## src/rtl/rdr_pkg.sv

```systemverilog
package rdr_pkg;

   typedef enum logic [1:0] {
      RDR_IDLE  = 2'd0,
      RDR_SHIFT = 2'd1,
      RDR_TAIL  = 2'd2
   } rdr_state_e;

   localparam int RDR_MIN_HALF = 2;

   function automatic int rdr_cnt_width(input int n);
      return (n < 2) ? 1 : $clog2(n + 1);
   endfunction

endpackage

```

## src/rtl/rdr_half_timer.sv

```systemverilog
module rdr_half_timer #(
   parameter int DIV_W = 8
) (
   input  logic             clk,
   input  logic             rst_n,
   input  logic             load_i,
   input  logic [DIV_W-1:0] div_i,
   input  logic             run_i,
   output logic             tick_o
);
   localparam logic [DIV_W-1:0] MIN_HALF = DIV_W'(rdr_pkg::RDR_MIN_HALF);

   logic [DIV_W-1:0] eff;
   logic [DIV_W-1:0] reload_q;
   logic [DIV_W-1:0] cnt_q;

   always_comb eff = (div_i < MIN_HALF) ? MIN_HALF : div_i;

   always_ff @(posedge clk or negedge rst_n) begin
      if (!rst_n) begin
         reload_q <= MIN_HALF;
         cnt_q    <= '0;
      end else if (load_i) begin
         reload_q <= eff;
         cnt_q    <= eff - DIV_W'(1);
      end else if (run_i) begin
         if (cnt_q == '0) cnt_q <= reload_q - DIV_W'(1);
         else             cnt_q <= cnt_q - DIV_W'(1);
      end
   end

   assign tick_o = run_i && (cnt_q == '0);

endmodule

```

## src/rtl/rdr_shift_in.sv

```systemverilog
module rdr_shift_in #(
   parameter int FRAME_BITS = 13,
   parameter int DATA_BITS  = 12,
   parameter bit MSB_FIRST  = 1'b1
) (
   input  logic                 clk,
   input  logic                 rst_n,
   input  logic                 clr_i,
   input  logic                 sample_i,
   input  logic                 sdata_i,
   output logic [DATA_BITS-1:0] word_o
);
   localparam int LEAD_BITS = FRAME_BITS - DATA_BITS;

   logic [FRAME_BITS-1:0] sr_q;

   generate
      if (MSB_FIRST) begin : g_msb
         always_ff @(posedge clk or negedge rst_n) begin
            if (!rst_n)        sr_q <= '0;
            else if (clr_i)    sr_q <= '0;
            else if (sample_i) sr_q <= {sr_q[FRAME_BITS-2:0], sdata_i};
         end
         assign word_o = sr_q[DATA_BITS-1:0];
      end else begin : g_lsb
         always_ff @(posedge clk or negedge rst_n) begin
            if (!rst_n)        sr_q <= '0;
            else if (clr_i)    sr_q <= '0;
            else if (sample_i) sr_q <= {sdata_i, sr_q[FRAME_BITS-1:1]};
         end
         assign word_o = sr_q[FRAME_BITS-1:LEAD_BITS];
      end
   endgenerate

endmodule

```

## src/rtl/rdr_ctrl.sv

```systemverilog
module rdr_ctrl #(
   parameter int FRAME_BITS = 13
) (
   input  logic clk,
   input  logic rst_n,
   input  logic req_i,
   input  logic tick_i,
   output logic load_o,
   output logic run_o,
   output logic sample_o,
   output logic finish_o,
   output logic sel_n_o,
   output logic sclk_o,
   output logic done_o
);
   import rdr_pkg::*;

   localparam int CNT_W = rdr_cnt_width(FRAME_BITS);
   localparam logic [CNT_W-1:0] LAST_BIT = CNT_W'(FRAME_BITS - 1);

   rdr_state_e       state_q;
   logic [CNT_W-1:0] bit_q;
   logic             sclk_q;
   logic             sel_n_q;
   logic             done_q;

   assign load_o   = (state_q == RDR_IDLE) && req_i;
   assign run_o    = (state_q != RDR_IDLE);
   assign sample_o = (state_q == RDR_SHIFT) && tick_i && !sclk_q;
   assign finish_o = (state_q == RDR_TAIL) && tick_i;

   always_ff @(posedge clk or negedge rst_n) begin
      if (!rst_n) begin
         state_q <= RDR_IDLE;
         bit_q   <= '0;
         sclk_q  <= 1'b1;
         sel_n_q <= 1'b1;
         done_q  <= 1'b0;
      end else begin
         done_q <= 1'b0;
         case (state_q)
            RDR_IDLE: begin
               if (req_i) begin
                  state_q <= RDR_SHIFT;
                  bit_q   <= '0;
                  sel_n_q <= 1'b0;
                  sclk_q  <= 1'b1;
               end
            end
            RDR_SHIFT: begin
               if (tick_i) begin
                  if (sclk_q) begin
                     sclk_q <= 1'b0;
                  end else begin
                     sclk_q <= 1'b1;
                     bit_q  <= bit_q + CNT_W'(1);
                     if (bit_q == LAST_BIT) state_q <= RDR_TAIL;
                  end
               end
            end
            RDR_TAIL: begin
               if (tick_i) begin
                  sel_n_q <= 1'b1;
                  done_q  <= 1'b1;
                  state_q <= RDR_IDLE;
               end
            end
            default: state_q <= RDR_IDLE;
         endcase
      end
   end

   assign sel_n_o = sel_n_q;
   assign sclk_o  = sclk_q;
   assign done_o  = done_q;

endmodule

```

## src/rtl/abs_pos_reader.sv

```systemverilog
module abs_pos_reader #(
   parameter int DATA_BITS = 12,
   parameter int LEAD_BITS = 1,
   parameter int DIV_W     = 8,
   parameter bit MSB_FIRST = 1'b1
) (
   input  logic                 clk,
   input  logic                 rst_n,
   input  logic                 req_i,
   input  logic [DIV_W-1:0]     half_div_i,
   input  logic                 sdata_i,
   output logic                 sel_n_o,
   output logic                 sclk_o,
   output logic [DATA_BITS-1:0] pos_o,
   output logic                 done_o
);
   localparam int FRAME_BITS = LEAD_BITS + DATA_BITS;

   initial begin
      if (DATA_BITS < 1) $fatal(1, "abs_pos_reader: DATA_BITS must be at least 1");
      if (LEAD_BITS < 1) $fatal(1, "abs_pos_reader: LEAD_BITS must be at least 1");
      if (DIV_W < 2)     $fatal(1, "abs_pos_reader: DIV_W must be at least 2");
   end

   logic                 load;
   logic                 run;
   logic                 tick;
   logic                 sample;
   logic                 finish;
   logic [DATA_BITS-1:0] word;
   logic [DATA_BITS-1:0] pos_q;

   rdr_half_timer #(.DIV_W(DIV_W)) timer_i (
      .clk    (clk),
      .rst_n  (rst_n),
      .load_i (load),
      .div_i  (half_div_i),
      .run_i  (run),
      .tick_o (tick)
   );

   rdr_ctrl #(.FRAME_BITS(FRAME_BITS)) ctrl_i (
      .clk      (clk),
      .rst_n    (rst_n),
      .req_i    (req_i),
      .tick_i   (tick),
      .load_o   (load),
      .run_o    (run),
      .sample_o (sample),
      .finish_o (finish),
      .sel_n_o  (sel_n_o),
      .sclk_o   (sclk_o),
      .done_o   (done_o)
   );

   rdr_shift_in #(
      .FRAME_BITS (FRAME_BITS),
      .DATA_BITS  (DATA_BITS),
      .MSB_FIRST  (MSB_FIRST)
   ) shift_i (
      .clk      (clk),
      .rst_n    (rst_n),
      .clr_i    (load),
      .sample_i (sample),
      .sdata_i  (sdata_i),
      .word_o   (word)
   );

   always_ff @(posedge clk or negedge rst_n) begin
      if (!rst_n)      pos_q <= '0;
      else if (finish) pos_q <= word;
   end

   assign pos_o = pos_q;

endmodule

```

## config.mk

```make
export PLATFORM = sky130hd
export DESIGN_NAME = abs_pos_reader
export DESIGN_NICKNAME = d
export VERILOG_FILES = /design/src/rtl/rdr_pkg.sv /design/src/rtl/rdr_half_timer.sv /design/src/rtl/rdr_shift_in.sv /design/src/rtl/rdr_ctrl.sv /design/src/rtl/abs_pos_reader.sv
export SDC_FILE = /design/constraint.sdc
export NUM_CORES = 1
export LEC_CHECK = 0
export BUFFER_PORTS_ARGS = -buffer_cell sky130_fd_sc_hd__buf_4
export CORE_ASPECT_RATIO = 1.25
export CORE_MARGIN = 2
export CORE_UTILIZATION = 29
export DETAILED_ROUTE_END_ITERATION = 12
export GPL_ROUTABILITY_DRIVEN = 0
export PLACE_DENSITY = 0.52
export SLEW_MARGIN = 15
export SYNTH_ARGS = -nofsm -noshare
export SYNTH_HDL_FRONTEND = slang
export SYNTH_SLANG_ARGS = --single-unit
```

## constraint.sdc

```tcl
create_clock -name clk -period 2.13 [get_ports clk]
set_input_delay 0.213 -clock clk [delete_from_list [all_inputs] [get_ports clk]]
set_output_delay 0.213 -clock clk [all_outputs]
set_load 0.1 [all_outputs]
```

==> results of run 1 <==
cell usage after synthesis (5+ instances only):
library cell | n | area share
sky130_fd_sc_hd__nand2_1 | 90 | 0.14
sky130_fd_sc_hd__dfrtp_1 | 46 | 0.49
sky130_fd_sc_hd__nor2_1 | 17 | 0.027
sky130_fd_sc_hd__a21oi_1 | 14 | 0.030
sky130_fd_sc_hd__nand3_1 | 8 | 0.017
sky130_fd_sc_hd__clkbuf_1 | 6 | 0.0096
sky130_fd_sc_hd__inv_1 | 6 | 0.0096
sky130_fd_sc_hd__xnor2_1 | 6 | 0.022
sky130_fd_sc_hd__o21ai_0 | 5 | 0.011
final cells by class:
class / count / area [sq um] / area share
multi-input cells: 186 / 1070 / 0.367
flip-flops and latches: 49 / 1230 / 0.423
repair buffers: 45 / 353 / 0.121
clock buffers: 5 / 68.8 / 0.0237
inverters: 6 / 22.5 / 0.00775
clock inverters: 3 / 46.3 / 0.0159
well taps: 95 / 119 / 0.0409
cell families (layout without fill, tap and decap cells):
kind of cell / Yosys count / count (layout) / share of synthesized area
simple gates: 139 / 139 / 0.276
xor+xnor: 8 / 8 / 0.0298
fa+ha+maj: 3 / 3 / 0.0159
buf+inv: 17 / 59 / 0.0351
compound gates: 34 / 34 / 0.112
mux: 2 / 2 / 0.00956
flops: 49 / 49 / 0.522
cells in the final DEF, fill, tap and decap left out, types with 4 or more instances in the layout:
master                     netlist  layout
sky130_fd_sc_hd__nand2_1        90      90
sky130_fd_sc_hd__xnor2_1         6       6
sky130_fd_sc_hd__nand3_1         8       8
sky130_fd_sc_hd__clkbuf_8        0       5
sky130_fd_sc_hd__buf_4           0      43
sky130_fd_sc_hd__dfrtp_1        46      46
sky130_fd_sc_hd__nor2_1         17      17
sky130_fd_sc_hd__o21ai_0         5       4
sky130_fd_sc_hd__a21oi_1        14      14
sky130_fd_sc_hd__inv_1           6       6
worst max-delay path, delay by kind of cell (launching register included):
family	cells	cell delay (ns)
AOI/OAI and AO/OA	2	0.15
xor gates and xnor gates	1	0.14
adders and majority gates	1	0.24
buffers and inverters	1	0.18
DFF	1	0.43
and+or+nand+nor	3	0.73
flip-flops by register name (all words and copies together), names as in the netlist:
register          flops
timer_i.cnt_q         8
ctrl_i.sclk_o         1
timer_i.reload_q      8
ctrl_i.done_o         1
ctrl_i.state_q        2
pos_o                12
ctrl_i.sel_n_o        1
ctrl_i.bit_q          4
shift_i.sr_q         12
worst max-delay path by stage:
| stage | end | cells after the start | slack (ns) | from |
|---|---|---|---|---|
| after floorplan | timer_i.cnt_q[6]$_DFFE_PN0P_ | 8 | 0.09 | ctrl_i.state_q[0]$_DFFE_PN0P_ |
| after global placement | timer_i.cnt_q[6]$_DFFE_PN0P_ | 8 | -0.04 | half_div_i[7] |
| after detailed placement | timer_i.cnt_q[6]$_DFFE_PN0P_ | 8 | -0.06 | half_div_i[7] |
| after CTS | timer_i.cnt_q[6]$_DFFE_PN0P_ | 8 | 0.09 | timer_i.cnt_q[1]$_DFFE_PN0P_ |
| after global routing | shift_i.sr_q[8]$_DFFE_PN0P_ | 6 | 0.02 | timer_i.cnt_q[6]$_DFFE_PN0P_ |
| final | timer_i.cnt_q[6]$_DFFE_PN0P_ | 8 | 0.12 | ctrl_i.state_q[0]$_DFFE_PN0P_ |
power breakdown:
group,switching [mW],total [mW],internal (mW)
Sequential,0.207,1.32,1.11
Clock,0.336,0.688,0.352
Combinational,0.391,0.731,0.341
Total,0.934,2.74,1.80
what timing repair did:
| item | 4_1_cts | 5_1_grt |
|---|---|---|
| endpoints found under the setup margin | 0 | 4 |
| hold buffers | 1 | 0 |
| resized for setup | 0 | 4 |
| endpoints found under the hold margin | 46 | 0 |
stage by stage:
| stage | area, sq um | cells | hold WS [ns] | setup WS (ns) |
|---|---|---|---|---|
| 6_report | 2910 | 389 | 0.0830 | 0.117 |
| 5_1_grt | 2910 | 389 | 0.0835 | 0.0198 |
| 4_1_cts | 2880 | 389 | 0.0742 | 0.0897 |
| 3_5_place_dp | 2760 | 380 | 0.291 | -0.0646 |
| 3_3_place_gp | 2760 | 380 | 0.287 | -0.0419 |
| 2_1_floorplan | 2350 | 252 | -0.0826 | 0.0891 |
routing by layer:
metal | share of wire | GRT usage
met5 | 0 | 0
met4 | 0.014 | 0.0374
met3 | 0.040 | 0.0261
met2 | 0.49 | 0.209
met1 | 0.45 | 0.161
==> results list, run 1 <==
- Synthesis produced 252 cells.
- Maximum number of pins on one net before global-route repair: 50
- For this run, the post-layout net count is 308.
- Start of the worst register-to-register path: ctrl_i.state_q[0]$_DFFE_PN0P_
* Startpoint of the tightest hold check path: sdata_i
- Pins over their slew limit: 0
* Clock latency on the worst-skew pair: 0.31 ns
- Share of layout cells above drive strength 1: 0.265
- During I/O placement, the number of pins put on the boundary was 27.
- Clock tree synthesis selected as its root buffer the cell sky130_fd_sc_hd__clkbuf_8.
- The number of cells on the worst reg-to-reg path is 8.
* Maximum number of buffers from clock root to sink: 2
- Post-Synthesis Net Count: 267
- The total count of hold-check failures in the final report is 0.
- Measured on the finished design, the core utilization comes to 0.371.
* Fin crit period: 2.01 ns
- Worst Max-Slew Pin Slew: 0.640 ns
* Largest driver fanout on the critical path: 17
- The tool flagged a number of max-cap violations equal to 0.
* Portion of the post-synthesis area used by sequential elements: 0.522
- Sum of negative setup slack: 0 ns
- The number of antenna diodes in the final layout is 0.
- The final route contains 1,831 vias.
- Slew headroom: 0.573
- Slowest cell on the critical path: sky130_fd_sc_hd__dfrtp_1
- Die extent in x: 84.6 microns
* Required arrival time at the worst endpoint: 2.30 ns
* Clock buffers created by TritonCTS: 5
- Max Fclk: 497 MHz
- Power comes to 2.74 mW.
- For flop-to-flop paths, the worst setup slack is 0.12 ns.
* Filler cell count: 830
- Using the TritonRoute via totals, the vias-per-cell ratio works out to 4.71.
- The critical path is of the flop to flop type.
- Areal power density over the cells: 941 nW/um^2
- For this configuration, the core starts out at a cell density of 0.300.
- After detailed routing, the average wire length per cell comes to 13.1 microns.
- The flow ran to the end, and the final reports show no timing, DRC or antenna violations.
- DRC violation total after the first TritonRoute iteration: 107
* Worst hold path stage count: 3
* Arrival time worst endpoint: 2.19 ns
- Worst hold path type: primary input to flop
- Dividing the final minimum period by the clock period gives 0.945.
- Between clock sinks in the finished design, the worst skew comes to 0.0111 ns.
* Count of flip-flops with a built-in enable after synthesis: 0
- The signal on the critical path passes through nor3b_4 -> buf_12 -> a311oi_1 -> or2_2 -> ha_1 -> nor3b_1 -> xnor2_1 -> a21oi_1.
- Area of the mapped netlist: 2350 sq um
* Number of global-route vias before repair: 1,890
- The pre-antenna-repair detailed-routing pass consisted of 4 iterations.
* Most used flip-flop cell after synthesis: sky130_fd_sc_hd__dfrtp_1
- Vertical die dimension: 105 microns
* Number of register bits inferred by synthesis: 49
- Post-synthesis to final-layout area growth: 23.4%
- In this design, the stage delay of the slowest critical-path cell is 0.43 ns.
- In this run the number of H-tree levels came out at 2.
* Number of warnings printed during yosys synthesis: 0
- The worst setup path is launched from a flop.
* Global-route wire length before repair: 9000 microns
- STA classifies the critical path endpoint as a flop.
- Detailed placement ended at an HPWL of 3600 microns.
- After synthesis, the mean cell area works out to 9.34 sq um.
- CORE AREA: 7840 sq um
- GRT Resource Usage Total: 0.125
* Distinct cells, synth: 44
- R2R Path End: timer_i.cnt_q[6]$_DFFE_PN0P_
- Aggregate routed wire length: 5100 microns
- VDD sags by at most 0.000340 V.
- In this run the tool buffered the top-level ports with 26 buffer cells.
- Standard-cell rows: 36
- # setup viols final: 0
- Initial antenna violation count: 0
- The detail route stage leaves a number of antenna-violating nets equal to 0.
- The path with the worst hold slack has its endpoint at shift_i.sr_q[0]$_DFFE_PN0P_.
- Post-CTS timing repair inserted 0 buffers for setup.
* Proportion of synthesized flip-flops having asynchronous set or reset: 1.00
- For this run, design rule violations remaining after detail routing come to 0.
- Number of clock sinks: 49
- Setup repair after global routing missed its margin: no
* Clock slew seen by the registers of the worst setup and hold paths: 0.10 ns
* Leakage power: 1.40 nW
- The total overflow left after global routing is 0.
* TritonCTS clock tree: yes
- The floorplan step defined a die boundary enclosing 8860 sq um.
Power figures use the tool's default switching activity.
==> inputs of run 2 (changes only) <==
--- a/config.mk
+++ b/config.mk
@@ -6,7 +6,7 @@
 export NUM_CORES = 1
 export LEC_CHECK = 0
 export BUFFER_PORTS_ARGS = -buffer_cell sky130_fd_sc_hd__buf_4
-export CORE_ASPECT_RATIO = 1.25
+export CORE_ASPECT_RATIO = 0.6
 export CORE_MARGIN = 2
 export CORE_UTILIZATION = 29
 export DETAILED_ROUTE_END_ITERATION = 12
==> results list, run 2 (synthesized netlist as in run 1, its figures left out) <==
- Slowest cell on the critical path: sky130_fd_sc_hd__dfrtp_1
- Final core area utilization: 0.376
- Full die area: 8880 sq um
- For this run, the total global-route usage over all layers was measured as 0.127.
* Quantity of I/O buffers inserted on ports: 26
- The area growth from synthesis to layout is 26.0%.
- 0 antenna diodes ended up in the layout.
- The setup path with the least slack is of type flop to flop.
- Initial antenna violation count: 0
- Critical Path Source Type: flop
- Die extent in x: 120 microns
* Required arrival time at the worst endpoint: 2.27 ns
- TritonRoute pass-1 iters: 4
* Pins over their slew limit: 0
- The number of global-route vias before repair was 1,699.
- Result of the run: complete, no violations
- Start of the worst register-to-register path: timer_i.cnt_q[4]$_DFFE_PN0P_
- The routed design has 5260 microns of wire.
- Detailed placement ended at an HPWL of 3850 microns.
* Worst supply voltage drop on vdd: 0.000429 V
* Commonest non-fill, non-tap cell in the layout: sky130_fd_sc_hd__nand2_1
- The finished cells cover 2970 sq um.
- Starting utilization of the core area: 0.299
- After the last flow step, the layout net total stands at 309.
- Commonest non-fill, non-tap cells in the layout: sky130_fd_sc_hd__nand2_1, sky130_fd_sc_hd__dfrtp_1, sky130_fd_sc_hd__buf_4, sky130_fd_sc_hd__nor2_1, sky130_fd_sc_hd__a21oi_1
- The tree is rooted in a sky130_fd_sc_hd__clkbuf_16.
- The tightest min-delay check is of the primary input to flop type.
- Summed over all layers, the global routing overflow is 0.
* Maximum number of pins on one net before global-route repair: 50
- Worst Max-Slew Pin Slew: 0.621 ns
- Of the cells placed in the final design, the portion with a size suffix greater than 1 is 0.261.
- Clock slew seen by the registers of the worst setup and hold paths: 0.07 ns
* Areal power density over the cells: 1010 nW/um^2
* Clock skew after layout: 0.00707 ns
- Max-cap violation count: 0
- Leakage power: 1.43 nW
* Amount of wire on met2 after detailed routing: 2140 microns
- The critical path starts at timer_i.cnt_q[4]$_DFFE_PN0P_.
- CTS saw 49 sinks.
- Standard-cell rows: 25
- Placed cells: 394
- The detailed router put a total of 2850 microns of wire on met1.
- The total area inside the core boundary comes to 7880 sq um.
* Max Fclk: 482 MHz
- For this block, the initial DRC count from the detailed router was 139.
* Final cycle utilization of the critical path: 0.974
* Delay of the slowest cell on the worst path: 0.43 ns
- The longest clock path from root to sink contains 2 buffers.
- Final hold violation count: 0
* Arrival time worst endpoint: 2.22 ns
* Clock latency on the worst-skew pair: 0.29 ns
- Slew headroom: 0.586
- Startpoint of the tightest hold check path: sdata_i
- Clock buffers created by TritonCTS: 5
* Total met3 wirelength after detailed routing: 242 microns
* Via count: 1,814
- In the routed layout, each cell is associated on average with a via count of 4.50.
- STA classifies the critical path endpoint as a flop.
- Largest driver fanout on the critical path: 4
- Ports: 27
- Routed wire per std cell: 13.0 microns
- TritonCTS built the clock tree.
- Highest layer used for signal routing: met4
- The smallest clock period supported by the final layout is computed as 2.07 ns.
* Remaining antenna violation count: 0
* DRC Markers: 0
- Area post-placement: 2770 sq um
- Setup violations remaining at the end of the flow were counted as 0.
* Non-filler cells in the finished layout: 403
- Setup repair after global routing missed its margin: yes
- H-tree depth: 2
- The die is 73.8 microns tall.
* Number of buffers inserted by post-CTS setup repair: 0
- The first global-routing pass estimated 8740 microns of wire.
* Cells traversed along the worst timing path: nor4_4 -> a311oi_1 -> or2_2 -> ha_1 -> nor3b_1 -> xnor2_1 -> a21oi_1
- The tightest hold path in the finished design has a slack of 0.127 ns.
-- run 2: metrics by stage --
step	power (mW)	setup slack [ns]	setup TNS (ns)
after floorplan	1.79	0.0891	0
after global placement	2.04	-0.0336	-0.0444
after detailed placement	2.06	-0.0624	-0.0991
after CTS	2.99	0.0608	0
after global routing	3.16	-0.0921	-0.111
final	2.99	0.0551	0
-- run 2: area by class of cell --
type / count / area [sq um]
inverter: 6 / 22.5
clock inverter: 2 / 38.8
tap: 108 / 135
timing repair buffer: 46 / 352
multi-input combinational: 186 / 1060
sequential: 49 / 1230
clock buffer: 6 / 129
fill: 826 / 4920
-- run 2: path summary, 6_finish.rpt --
check                                                       end  slack (ns)  cells after the start
worst max-delay path               timer_i.cnt_q[6]$_DFFE_PN0P_        0.06                      7
worst min-delay path                shift_i.sr_q[0]$_DFFE_PN0P_        0.13                      3
worst max register to register     timer_i.cnt_q[6]$_DFFE_PN0P_        0.06                      7
worst min register to register       ctrl_i.sel_n_o$_DFFE_PN1P_        0.46                      2
max in group asynchronous           shift_i.sr_q[4]$_DFFE_PN0P_        1.21                      2
min in group asynchronous       timer_i.reload_q[3]$_DFFE_PN0P_        0.49                      2
-- run 2: critical path: cells and delay by family, from the launching register on --
family          cells  cell delay (ns)
compound gates      2             0.27
simple gates        3             0.84
flops               1             0.43
fa+ha+maj           1             0.24
xor+xnor            1             0.16
-- run 2: what timing repair did --
| item | CTS | global route |
|---|---|---|
| hold buffers | 1 | 0 |
| hold endpoints to repair | 46 | 0 |
| cloned | 0 | 0 |
| resized for setup | 1 | 3 |
| endpoints found under the setup margin | 1 | 23 |
| pin swaps | 0 | 2 |
-- run 2: report_power, final --
| part | switching [mW] | total, mW | internal (mW) |
|---|---|---|---|
| combinational | 0.421 | 0.781 | 0.360 |
| sequential | 0.200 | 1.31 | 1.11 |
| clock | 0.340 | 0.897 | 0.557 |
| total | 0.961 | 2.99 | 2.03 |
-- run 2: routing by layer --
metal / vias to the layer above / GRT usage
met2: 32 / 0.177
met5: - / 0
met3: 5 / 0.0318
met1: 861 / 0.198
li1: 916 / -
met4: 0 / 0.0233
